## src/rtl/tat_pkg.sv

```systemverilog
package tat_pkg;
    localparam int PRE_W  = 6;
    localparam int DIV_W  = 20;
    localparam int CNT_W  = 32;
    localparam int BUS_W  = 16;
    localparam int ADDR_W = 3;
    localparam int NUM_IRQ = 2;

    typedef enum logic [ADDR_W-1:0] {
        A_CTRL    = 3'd0,
        A_FLAGS   = 3'd1,
        A_RLD_LO  = 3'd2,
        A_RLD_HI  = 3'd3,
        A_TIME_LO = 3'd4,
        A_TIME_HI = 3'd5,
        A_ALM_LO  = 3'd6,
        A_ALM_HI  = 3'd7
    } reg_addr_e;

    typedef struct packed {
        logic alarm_ie;
        logic tick_ie;
        logic osc_off;
    } ctrl_t;
endpackage

```

## src/rtl/tat_divider.sv

```systemverilog
module tat_divider #(
    parameter int PRE_W = tat_pkg::PRE_W,
    parameter int DIV_W = tat_pkg::DIV_W
) (
    input  logic             clk,
    input  logic             rst_n,
    input  logic             run_i,
    input  logic [DIV_W-1:0] reload_i,
    output logic             tick_o
);
    typedef struct packed {
        logic [PRE_W-1:0] pre;
        logic [DIV_W-1:0] div;
    } div_st_t;

    div_st_t st_d, st_q;
    logic    stage_end;

    always_comb begin
        st_d      = st_q;
        stage_end = run_i && (&st_q.pre);
        tick_o    = stage_end && (st_q.div == '0);
        if (run_i) begin
            st_d.pre = st_q.pre + 1'b1;
        end
        if (stage_end) begin
            st_d.div = (st_q.div == '0) ? reload_i : st_q.div - 1'b1;
        end
    end

    always_ff @(posedge clk or negedge rst_n) begin
        if (!rst_n) begin
            st_q <= '0;
        end else begin
            st_q <= st_d;
        end
    end

    AST_TICK_SPACED: assert property (@(posedge clk) disable iff (!rst_n)
        tick_o |=> !tick_o);
endmodule

```

## src/rtl/tat_timecnt.sv

```systemverilog
module tat_timecnt #(
    parameter int CNT_W = tat_pkg::CNT_W,
    parameter int HW    = tat_pkg::BUS_W
) (
    input  logic             clk,
    input  logic             rst_n,
    input  logic             tick_i,
    input  logic             wr_lo_i,
    input  logic             wr_hi_i,
    input  logic [HW-1:0]    wdata_i,
    input  logic [CNT_W-1:0] alarm_i,
    output logic [CNT_W-1:0] time_o,
    output logic             hit_o
);
    logic [CNT_W-1:0] time_d, time_q, incr;

    always_comb begin
        time_d = time_q;
        incr   = time_q + 1'b1;
        hit_o  = 1'b0;
        if (wr_lo_i || wr_hi_i) begin
            if (wr_lo_i) time_d[HW-1:0]     = wdata_i;
            if (wr_hi_i) time_d[CNT_W-1:HW] = wdata_i[CNT_W-HW-1:0];
        end else if (tick_i) begin
            time_d = incr;
            hit_o  = (incr == alarm_i);
        end
    end

    always_ff @(posedge clk or negedge rst_n) begin
        if (!rst_n) begin
            time_q <= '0;
        end else begin
            time_q <= time_d;
        end
    end

    assign time_o = time_q;

    AST_WRAP_TO_ZERO: assert property (@(posedge clk) disable iff (!rst_n)
        (tick_i && !wr_lo_i && !wr_hi_i && (&time_q)) |=> (time_q == '0));
    AST_WRITE_WINS: assert property (@(posedge clk) disable iff (!rst_n)
        wr_lo_i |=> (time_q[HW-1:0] == $past(wdata_i)));
    AST_HIT_MATCHES: assert property (@(posedge clk) disable iff (!rst_n)
        hit_o |=> (time_q == $past(alarm_i)));
endmodule

```

## src/rtl/tat_flag.sv

```systemverilog
module tat_flag (
    input  logic clk,
    input  logic rst_n,
    input  logic set_i,
    input  logic clr_i,
    input  logic en_i,
    output logic flag_o,
    output logic irq_o
);
    logic flag_d, flag_q;

    always_comb begin
        flag_d = flag_q;
        if (set_i) begin
            flag_d = 1'b1;
        end else if (clr_i) begin
            flag_d = 1'b0;
        end
    end

    always_ff @(posedge clk or negedge rst_n) begin
        if (!rst_n) begin
            flag_q <= 1'b0;
        end else begin
            flag_q <= flag_d;
        end
    end

    assign flag_o = flag_q;
    assign irq_o  = flag_q & en_i;

    AST_FLAG_NEEDS_SET: assert property (@(posedge clk) disable iff (!rst_n)
        $rose(flag_q) |-> $past(set_i));
    AST_CLEAR_TAKES: assert property (@(posedge clk) disable iff (!rst_n)
        (clr_i && !set_i) |=> !flag_q);
endmodule

```

## src/rtl/tick_alarm_timer.sv

```systemverilog
module tick_alarm_timer
    import tat_pkg::*;
#(
    parameter int PRE_BITS  = tat_pkg::PRE_W,
    parameter int DIV_BITS  = tat_pkg::DIV_W,
    parameter int CNT_BITS  = tat_pkg::CNT_W,
    parameter int BUS_BITS  = tat_pkg::BUS_W
) (
    input  logic                clk,
    input  logic                rst_n,
    input  logic [ADDR_W-1:0]   bus_addr,
    input  logic                bus_wr,
    input  logic [BUS_BITS-1:0] bus_wdata,
    output logic [BUS_BITS-1:0] bus_rdata,
    output logic                irq_tick,
    output logic                irq_alarm
);
    localparam int RHI_W = DIV_BITS - BUS_BITS;
    localparam int THI_W = CNT_BITS - BUS_BITS;

    typedef struct packed {
        ctrl_t               ctrl;
        logic [DIV_BITS-1:0] reload;
        logic [CNT_BITS-1:0] alarm;
    } cfg_t;

    cfg_t cfg_d, cfg_q;

    logic                tick, hit;
    logic                wr_time_lo, wr_time_hi;
    logic [CNT_BITS-1:0] time_val;
    logic [NUM_IRQ-1:0]  set_v, clr_v, en_v, flag_v, irq_v;

    always_comb begin
        cfg_d      = cfg_q;
        wr_time_lo = bus_wr && (bus_addr == A_TIME_LO);
        wr_time_hi = bus_wr && (bus_addr == A_TIME_HI);
        if (bus_wr) begin
            case (reg_addr_e'(bus_addr))
                A_CTRL:   cfg_d.ctrl = bus_wdata[$bits(ctrl_t)-1:0];
                A_RLD_LO: cfg_d.reload[BUS_BITS-1:0] = bus_wdata;
                A_RLD_HI: cfg_d.reload[DIV_BITS-1:BUS_BITS] = bus_wdata[RHI_W-1:0];
                A_ALM_LO: cfg_d.alarm[BUS_BITS-1:0] = bus_wdata;
                A_ALM_HI: cfg_d.alarm[CNT_BITS-1:BUS_BITS] = bus_wdata[THI_W-1:0];
                default:  ;
            endcase
        end
    end

    always_ff @(posedge clk or negedge rst_n) begin
        if (!rst_n) begin
            cfg_q <= '0;
        end else begin
            cfg_q <= cfg_d;
        end
    end

    tat_divider #(.PRE_W(PRE_BITS), .DIV_W(DIV_BITS)) u_div (
        .clk      (clk),
        .rst_n    (rst_n),
        .run_i    (!cfg_q.ctrl.osc_off),
        .reload_i (cfg_q.reload),
        .tick_o   (tick)
    );

    tat_timecnt #(.CNT_W(CNT_BITS), .HW(BUS_BITS)) u_cnt (
        .clk     (clk),
        .rst_n   (rst_n),
        .tick_i  (tick),
        .wr_lo_i (wr_time_lo),
        .wr_hi_i (wr_time_hi),
        .wdata_i (bus_wdata),
        .alarm_i (cfg_q.alarm),
        .time_o  (time_val),
        .hit_o   (hit)
    );

    assign set_v = {hit, tick};
    assign en_v  = {cfg_q.ctrl.alarm_ie, cfg_q.ctrl.tick_ie};

    for (genvar i = 0; i < NUM_IRQ; i++) begin : g_irq
        assign clr_v[i] = bus_wr && (bus_addr == A_FLAGS) && bus_wdata[i];
        tat_flag u_flag (
            .clk    (clk),
            .rst_n  (rst_n),
            .set_i  (set_v[i]),
            .clr_i  (clr_v[i]),
            .en_i   (en_v[i]),
            .flag_o (flag_v[i]),
            .irq_o  (irq_v[i])
        );
    end

    assign irq_tick  = irq_v[0];
    assign irq_alarm = irq_v[1];

    always_comb begin
        case (reg_addr_e'(bus_addr))
            A_CTRL:    bus_rdata = BUS_BITS'(cfg_q.ctrl);
            A_FLAGS:   bus_rdata = BUS_BITS'(flag_v);
            A_RLD_LO:  bus_rdata = cfg_q.reload[BUS_BITS-1:0];
            A_RLD_HI:  bus_rdata = BUS_BITS'(cfg_q.reload[DIV_BITS-1:BUS_BITS]);
            A_TIME_LO: bus_rdata = time_val[BUS_BITS-1:0];
            A_TIME_HI: bus_rdata = BUS_BITS'(time_val[CNT_BITS-1:BUS_BITS]);
            A_ALM_LO:  bus_rdata = cfg_q.alarm[BUS_BITS-1:0];
            default:   bus_rdata = BUS_BITS'(cfg_q.alarm[CNT_BITS-1:BUS_BITS]);
        endcase
    end

    AST_FROZEN_HOLDS: assert property (@(posedge clk) disable iff (!rst_n)
        (cfg_q.ctrl.osc_off && !wr_time_lo && !wr_time_hi) |=> $stable(time_val));
    AST_NO_TICK_WHEN_OFF: assert property (@(posedge clk) disable iff (!rst_n)
        cfg_q.ctrl.osc_off |-> !tick);
endmodule

```

## config.mk

```make
export PLATFORM = sky130hd
export DESIGN_NAME = tick_alarm_timer
export DESIGN_NICKNAME = d
export VERILOG_FILES = /design/src/rtl/tat_pkg.sv /design/src/rtl/tat_divider.sv /design/src/rtl/tat_timecnt.sv /design/src/rtl/tat_flag.sv /design/src/rtl/tick_alarm_timer.sv
export SDC_FILE = /design/constraint.sdc
export NUM_CORES = 1
export LEC_CHECK = 0
export ABC_AREA = 1
export ABC_CLOCK_PERIOD_IN_PS = 1600
export BUFFER_PORTS_ARGS = -buffer_cell sky130_fd_sc_hd__buf_2
export CELL_PAD_IN_SITES_DETAIL_PLACEMENT = 0
export CELL_PAD_IN_SITES_GLOBAL_PLACEMENT = 1
export CORE_MARGIN = 2
export CORE_UTILIZATION = 40
export CTS_CLUSTER_DIAMETER = 40
export CTS_CLUSTER_SIZE = 20
export DETAILED_ROUTE_END_ITERATION = 16
export GPL_TIMING_DRIVEN = 1
export HOLD_SLACK_MARGIN = 0.05
export PLACE_DENSITY_LB_ADDON = 0.1
export SLEW_MARGIN = 20
export SYNTH_ARGS = -nofsm -noshare
export SYNTH_HDL_FRONTEND = slang
export SYNTH_SLANG_ARGS = --single-unit
```

## constraint.sdc

```tcl
create_clock -name clk -period 1.6 [get_ports clk]
set_input_delay 0.16 -clock clk [delete_from_list [all_inputs] [get_ports clk]]
set_output_delay 0.16 -clock clk [all_outputs]
set_load 0.02 [all_outputs]
```

# After elaboration in Yosys (flattened, before gate mapping)
# Cells that the tools add are included.
[totals]
register_bits = 115
output_inout_bits = 18
[op_classes]
add_sub_neg = 3
n_eq_ne = 10
mux = 12
bitwise_logic = 2
n_reduce_logical = 22
[ops]
columns = ["cell", "n"]
rows = [
  ["case mux 16 bit (7 select lines)", 1],
  ["2-to-1 mux 32 bit", 2],
  ["adder 32 x 1 -> 32 bit, second input constant", 1],
  ["equality test 32 bit", 1],
  ["2-to-1 mux 16 bit", 2],
  ["zero test 20 bit", 1],
  ["2-to-1 mux 20 bit", 1],
  ["subtractor 20 x 1 -> 20 bit, second input constant", 1],
  ["AND reduction 2 bit", 7],
  ["equality test 3 bit, second input constant", 4],
  ["logical AND 1 bit", 7],
  ["adder 6 x 1 -> 6 bit, second input constant", 1],
  ["equality test 3 x 2 -> 1 bit, second input constant", 2],
  ["2-to-1 mux 1 bit", 6],
  ["AND reduction 6 bit", 1],
  ["nonzero test 2 bit", 3],
  ["!= test 2 x 1 -> 1 bit, second input constant", 2],
  ["equality test 3 x 1 -> 1 bit, second input constant", 1],
  ["zero test 3 bit", 1],
  ["AND 1 bit", 2],
  ["zero test 1 bit", 1],
  ["logical OR 1 bit", 1],
]

# Longest topological paths before layout
[depth]
word_depth = 6
mapped_depth = 16

# By module
# A second synthesis with hierarchy kept.
[unflattened]
hier_cells = 1205
hier_area_um2 = 7942.6
[by_module_without_submodules]
columns = ["module", "n_inst", "cells_per_inst", "area_per_inst_um2"]
rows = [
  ["tat_timecnt", 1, 559, 3228.1],
  ["tick_alarm_timer", 1, 386, 2834.0],
  ["tat_divider", 1, 246, 1785.5],
  ["tat_flag", 2, 7, 47.5],
]

# Worst setup path after synthesis
# OpenSTA, ideal clock, no wires.
[synth_timing]
path_kind = "flip-flop to flip-flop"
start = "register u_cnt.time_q[0], in the netlist u_cnt.time_o[0]"
end = "register g_irq[1].u_flag.flag_q"
setup_ns = 0.065
t_arrival_ns = 1.713
slack_ns = -0.178
path_stages_with_launch = 16
n_path_buf = 0
synth_period_minus_slack_ns = 1.778
cell_sequence = "dfrtp_1 ha_1 nand2_1 nor2_4 nand2_2 nor2_2 nand2_1 nand2_1 nand2_1 nand2_1 nand2_1 nor2_1 nand2_1 nor2_1 nand3_1 nand2_1"
[synth_between]
elab_chain_len = 5
elab_cells_between_ends = 6
[synth_rtl]
columns = ["item", "line", "rtl"]
rows = [
  ["start, declared", "tat_timecnt.sv:15", "logic [CNT_W-1:0] time_d, time_q, incr;"],
  ["start signal, assigned", "tat_timecnt.sv:34", "time_q <= time_d;"],
  ["adder 32 x 1 -> 32 bit (*)", "tat_timecnt.sv:19", "incr = time_q + 1'b1;"],
  ["equality test 32 bit (*)", "tat_timecnt.sv:26", "hit_o = (incr == alarm_i);"],
  ["2-to-1 mux 1 bit (*)", "tat_timecnt.sv:24", "end else if (tick_i) begin"],
  ["2-to-1 mux 1 bit (*)", "tat_timecnt.sv:21", "if (wr_lo_i || wr_hi_i) begin"],
  ["2-to-1 mux 1 bit or nonzero test 2 bit (tied branches)", "n/a", ""],
  ["end signal, assigned", "tat_flag.sv:25", "flag_q <= flag_d;"],
  ["end, declared", "tat_flag.sv:10", "logic flag_d, flag_q;"],
]
# Every way passes the cells marked *; elsewhere a longest branch is shown, timed or not.
# A chain may end at the register's enable or synchronous reset.

# Worst setup path in the final report
[layout_timing]
start = "register u_cnt.time_q[1], in the netlist u_cnt.time_o[1]"
end = "register g_irq[1].u_flag.flag_q"
# Same word-level chain as after synthesis.

==> run_results.csv <==
group,metric,value,unit
placed_design,place.gp.congestion,0.998,
timing,max_freq,0.474,GHz
timing,finalWorstSetupSlack,-0.509,ns
timing,fin_worst_skew,0.0114,ns
timing,whs,0.0706,ns
yosys,synthSimpleGateAreaFrac,0.345,
pwr,intPower,12.3,mW
timing,finalMaxSlewViolations,0,
pwr,power.switching,8.52,mW
pwr,p_clk_frac,0.206,
yosys,yosys_warnings,0,
detailed_routing,dr.first_iter.drc_count,632,
outcome,violations,"setup timing",
clock_tree,numCtsBuffers,17,
global_route,grt_max_degree,55,
yosys,synth_edf_count,0,
yosys,synth_xor_area_frac,0.0190,
timing,relSlewSlack,0.627,
floorplan,fp-row-count,49,
pwr,p_comb_frac,0.566,
clock_tree,cts_tree,"done",
outcome,status,"finished with violations",
worst_hold_path,hp-class,"in2reg",
yosys,syn_avg_cell_area,6.76,sq um
timing,tightestPinTransition,0.559,ns
yosys,ys_ff_latch,115,
finish,drive_gt1_frac,0.406,
clock_tree,clk_latency,0.43,ns
global_route,grt_use_total,0.324,
yosys,synth_area,7390,sq um
floorplan,start_util,0.410,
pwr,power.leakage,5.88,nW
yosys,ys.flop_type,"dfrtp_1",
finish,instances_no_fill,1639,
pwr,power,20.8,mW
timing,fin_crit_sh,1.32,
global_route,grt_pass1_vias,8623,
timing,rsz0062_at_grt,"true",
yosys,synth_top_area_share,0.389,
yosys,synth_compound_area_frac,0.152,
yosys,synth.yosys.seq_area_share,0.389,
global_route,antenna_found_initial,0,
placed_design,io_buffer_count,39,
clock_tree,clk_path_buf_depth,2,
detailed_routing,routed_wl,31.9,mm
setup_path,cp.arrival,2.48,ns
placed_design,dp.cells,1528,
finish,fin_util,0.665,
detailed_routing,drcViolationCount,0,
floorplan,die-area,19600,sq um
detailed_routing,wl_per_cell,19.4,um
timing,setup_viol,68,
global_route,overflow,0,
yosys,synthTopCellsByArea,"dfrtp_1 39%, nand2_1 18%, o21ai_0 7.2%",
floorplan,die_w,140,um
clock_tree,cts-root-buf,"clkbuf_16",
finish,area_growth,62.2,%
detailed_routing,antenna_left,0,
yosys,syn_nets,1120,
yosys,yosysTopAreaCell,"dfrtp_1",
global_route,grt_pass1_wl,48.5,mm
floorplan,fp.dieH,140,um
setup_path,crit_fanout,6,
timing,period_minus_slack,2.11,ns
setup_path,end_kind,"flop",
placed_design,hpwl,22.2,mm
detailed_routing,route.detailed.vias_per_inst,5.41,
timing,fin_setup_tns,-12.58,ns
pwr,seqPwrFrac,0.229,
setup_path,required,1.97,ns
pwr,peakVddDrop,1260,uV
yosys,ys_async_sr_fraction,1.00,
timing,hold_viol,0,
floorplan,ioPinCount,40,
finish,nNetsFinal,1423,
detailed_routing,drt_pre_antenna_iters,5,
clock_tree,cts.sinks,115,
yosys,synth-adder-area-share,0.00677,
pwr,p_per_area,1730,nW/um^2
clock_tree,htreeDepth,4,
yosys,synth_cells,1094,
clock_tree,clkSlewWorstSetupHoldPaths,0.06,ns
yosys,ys_top_cells_by_count,"358 x nand2_1, 122 x inv_1, 115 x dfrtp_1, 107 x o21ai_0, 94 x nand3_1",
floorplan,placeableCoreArea,18000,sq um
yosys,synth_cell_types,35,
pwr,p_sw_frac,0.410,
setup_path,cp-start-kind,"flop",
finish,num_antenna_cells,0,
run,maxCapViolations,0,
setup_path,crit_type,"reg2reg",
yosys,synth_top_family_by_area,"simple AND/OR/NAND/NOR gates",
yosys,yosysMostFrequentCell,"nand2_1",
yosys,yosys-mux-area-fraction,0,
detailed_routing,vias,8872,
[critical path: stages, from the launching register on]
cell and delay [ns]:
dfrtp_1 0.41, ha_2 0.21, nand2_2 0.10, nor2_4 0.06
buf_12 0.14, nand2_8 0.10, buf_6 0.10, nand2_2 0.05
nand3_2 0.09, nand2_1 0.05, inv_1 0.04, nand2_1 0.05
inv_1 0.05, nand2_1 0.06, nor2_2 0.15, nand2_1 0.09
nor2_2 0.13, nand3_1 0.08, nand2_1 0.07
[stage by stage]
stage	setup WS, ns	instance area [sq um]
CTS	-0.400	11300
global placement	-0.519	9390
detailed placement	-0.529	9390
finish	-0.509	12000
floorplan	-0.150	7440
global route	-0.634	12000
[cell usage in the layout, fill, tap and decap left out, drive strengths merged, types with 8 or more instances in the layout]
cell | synthesis | final
nor3 | 12 | 12
o21ai | 130 | 130
buf | 10 | 306
inv | 129 | 134
nand2 | 368 | 368
a21oi | 18 | 18
o211ai | 10 | 10
dfrtp | 115 | 115
a221oi | 11 | 11
o22ai | 18 | 18
xor2 | 11 | 11
nand4 | 8 | 8
a31oi | 8 | 8
clkbuf | 20 | 20
nor2 | 108 | 108
nand3 | 94 | 94
[logic make-up after synthesis]
| logic type | Yosys count |
|---|---|
| AO/OA/AOI/OAI | 201 |
| AND/OR/NAND/NOR | 598 |
| flip-flops | 115 |
| buffers and inverters | 160 |
| adder cells (fa/ha/maj) | 4 |
| XOR/XNOR | 16 |
[final cells by class]
type | count | area, sq um
flip-flops and latches | 115 | 2880
inverters | 130 | 523
well taps | 229 | 287
clock buffers | 18 | 439
fillers | 1562 | 6040
repair buffers | 314 | 2800
clock inverters | 14 | 200
multi-input cells | 819 | 4850
[worst paths after layout]
| kind | startpoint | to | slack (ns) | cells past startpoint |
|---|---|---|---|---|
| max | u_cnt.time_o[1]$_DFFE_PN0P_ | g_irq[1].u_flag.flag_o$_DFFE_PN0P_ | -0.51 | 18 |
| min | bus_wdata[11] | cfg_q[11]$_DFFE_PN0P_ | 0.07 | 3 |
| max reg2reg | u_cnt.time_o[1]$_DFFE_PN0P_ | g_irq[1].u_flag.flag_o$_DFFE_PN0P_ | -0.51 | 18 |
| min reg2reg | cfg_q[44]$_DFFE_PN0P_ | cfg_q[44]$_DFFE_PN0P_ | 0.49 | 2 |
| max in group asynchronous | rst_n | u_cnt.time_o[17]$_DFFE_PN0P_ | 0.87 | 3 |
| min in group asynchronous | rst_n | cfg_q[27]$_DFFE_PN0P_ | 0.13 | 2 |
[registers in the layout, indices dropped and copies added, names as in the netlist]
name,count
u_div.st_q,26
g_irq.u_flag.flag_o,2
u_cnt.time_o,32
cfg_q,55
[what timing repair did]
item	in CTS	in global routing
cloned	7	1
hold buffers	6	0
buffers inserted	48	35
gates resized for setup	234	147
pin swaps	70	75
endpoints found under the hold margin	121	0
endpoints found under the setup margin	69	69
[routing by layer]
layer  up-vias  wire, um  GRT usage
li1       4184         -          -
met1      4314     13500      0.422
met2       300     15500      0.541
met3        74      1610     0.0455
met4         0      1250      0.134
met5         -         0          0
[power groups by stage]
stage	Clock (mW)	Combinational (mW)	Sequential, mW
4_1_cts	4.31	10.4	4.69
3_3_place_gp	0	7.93	4.66
2_1_floorplan	0	4.02	4.56
3_5_place_dp	0	7.93	4.66
5_1_grt	4.41	12.7	4.84
6_report	4.28	11.8	4.75
Note: power is estimated with default switching activity, not from simulation.
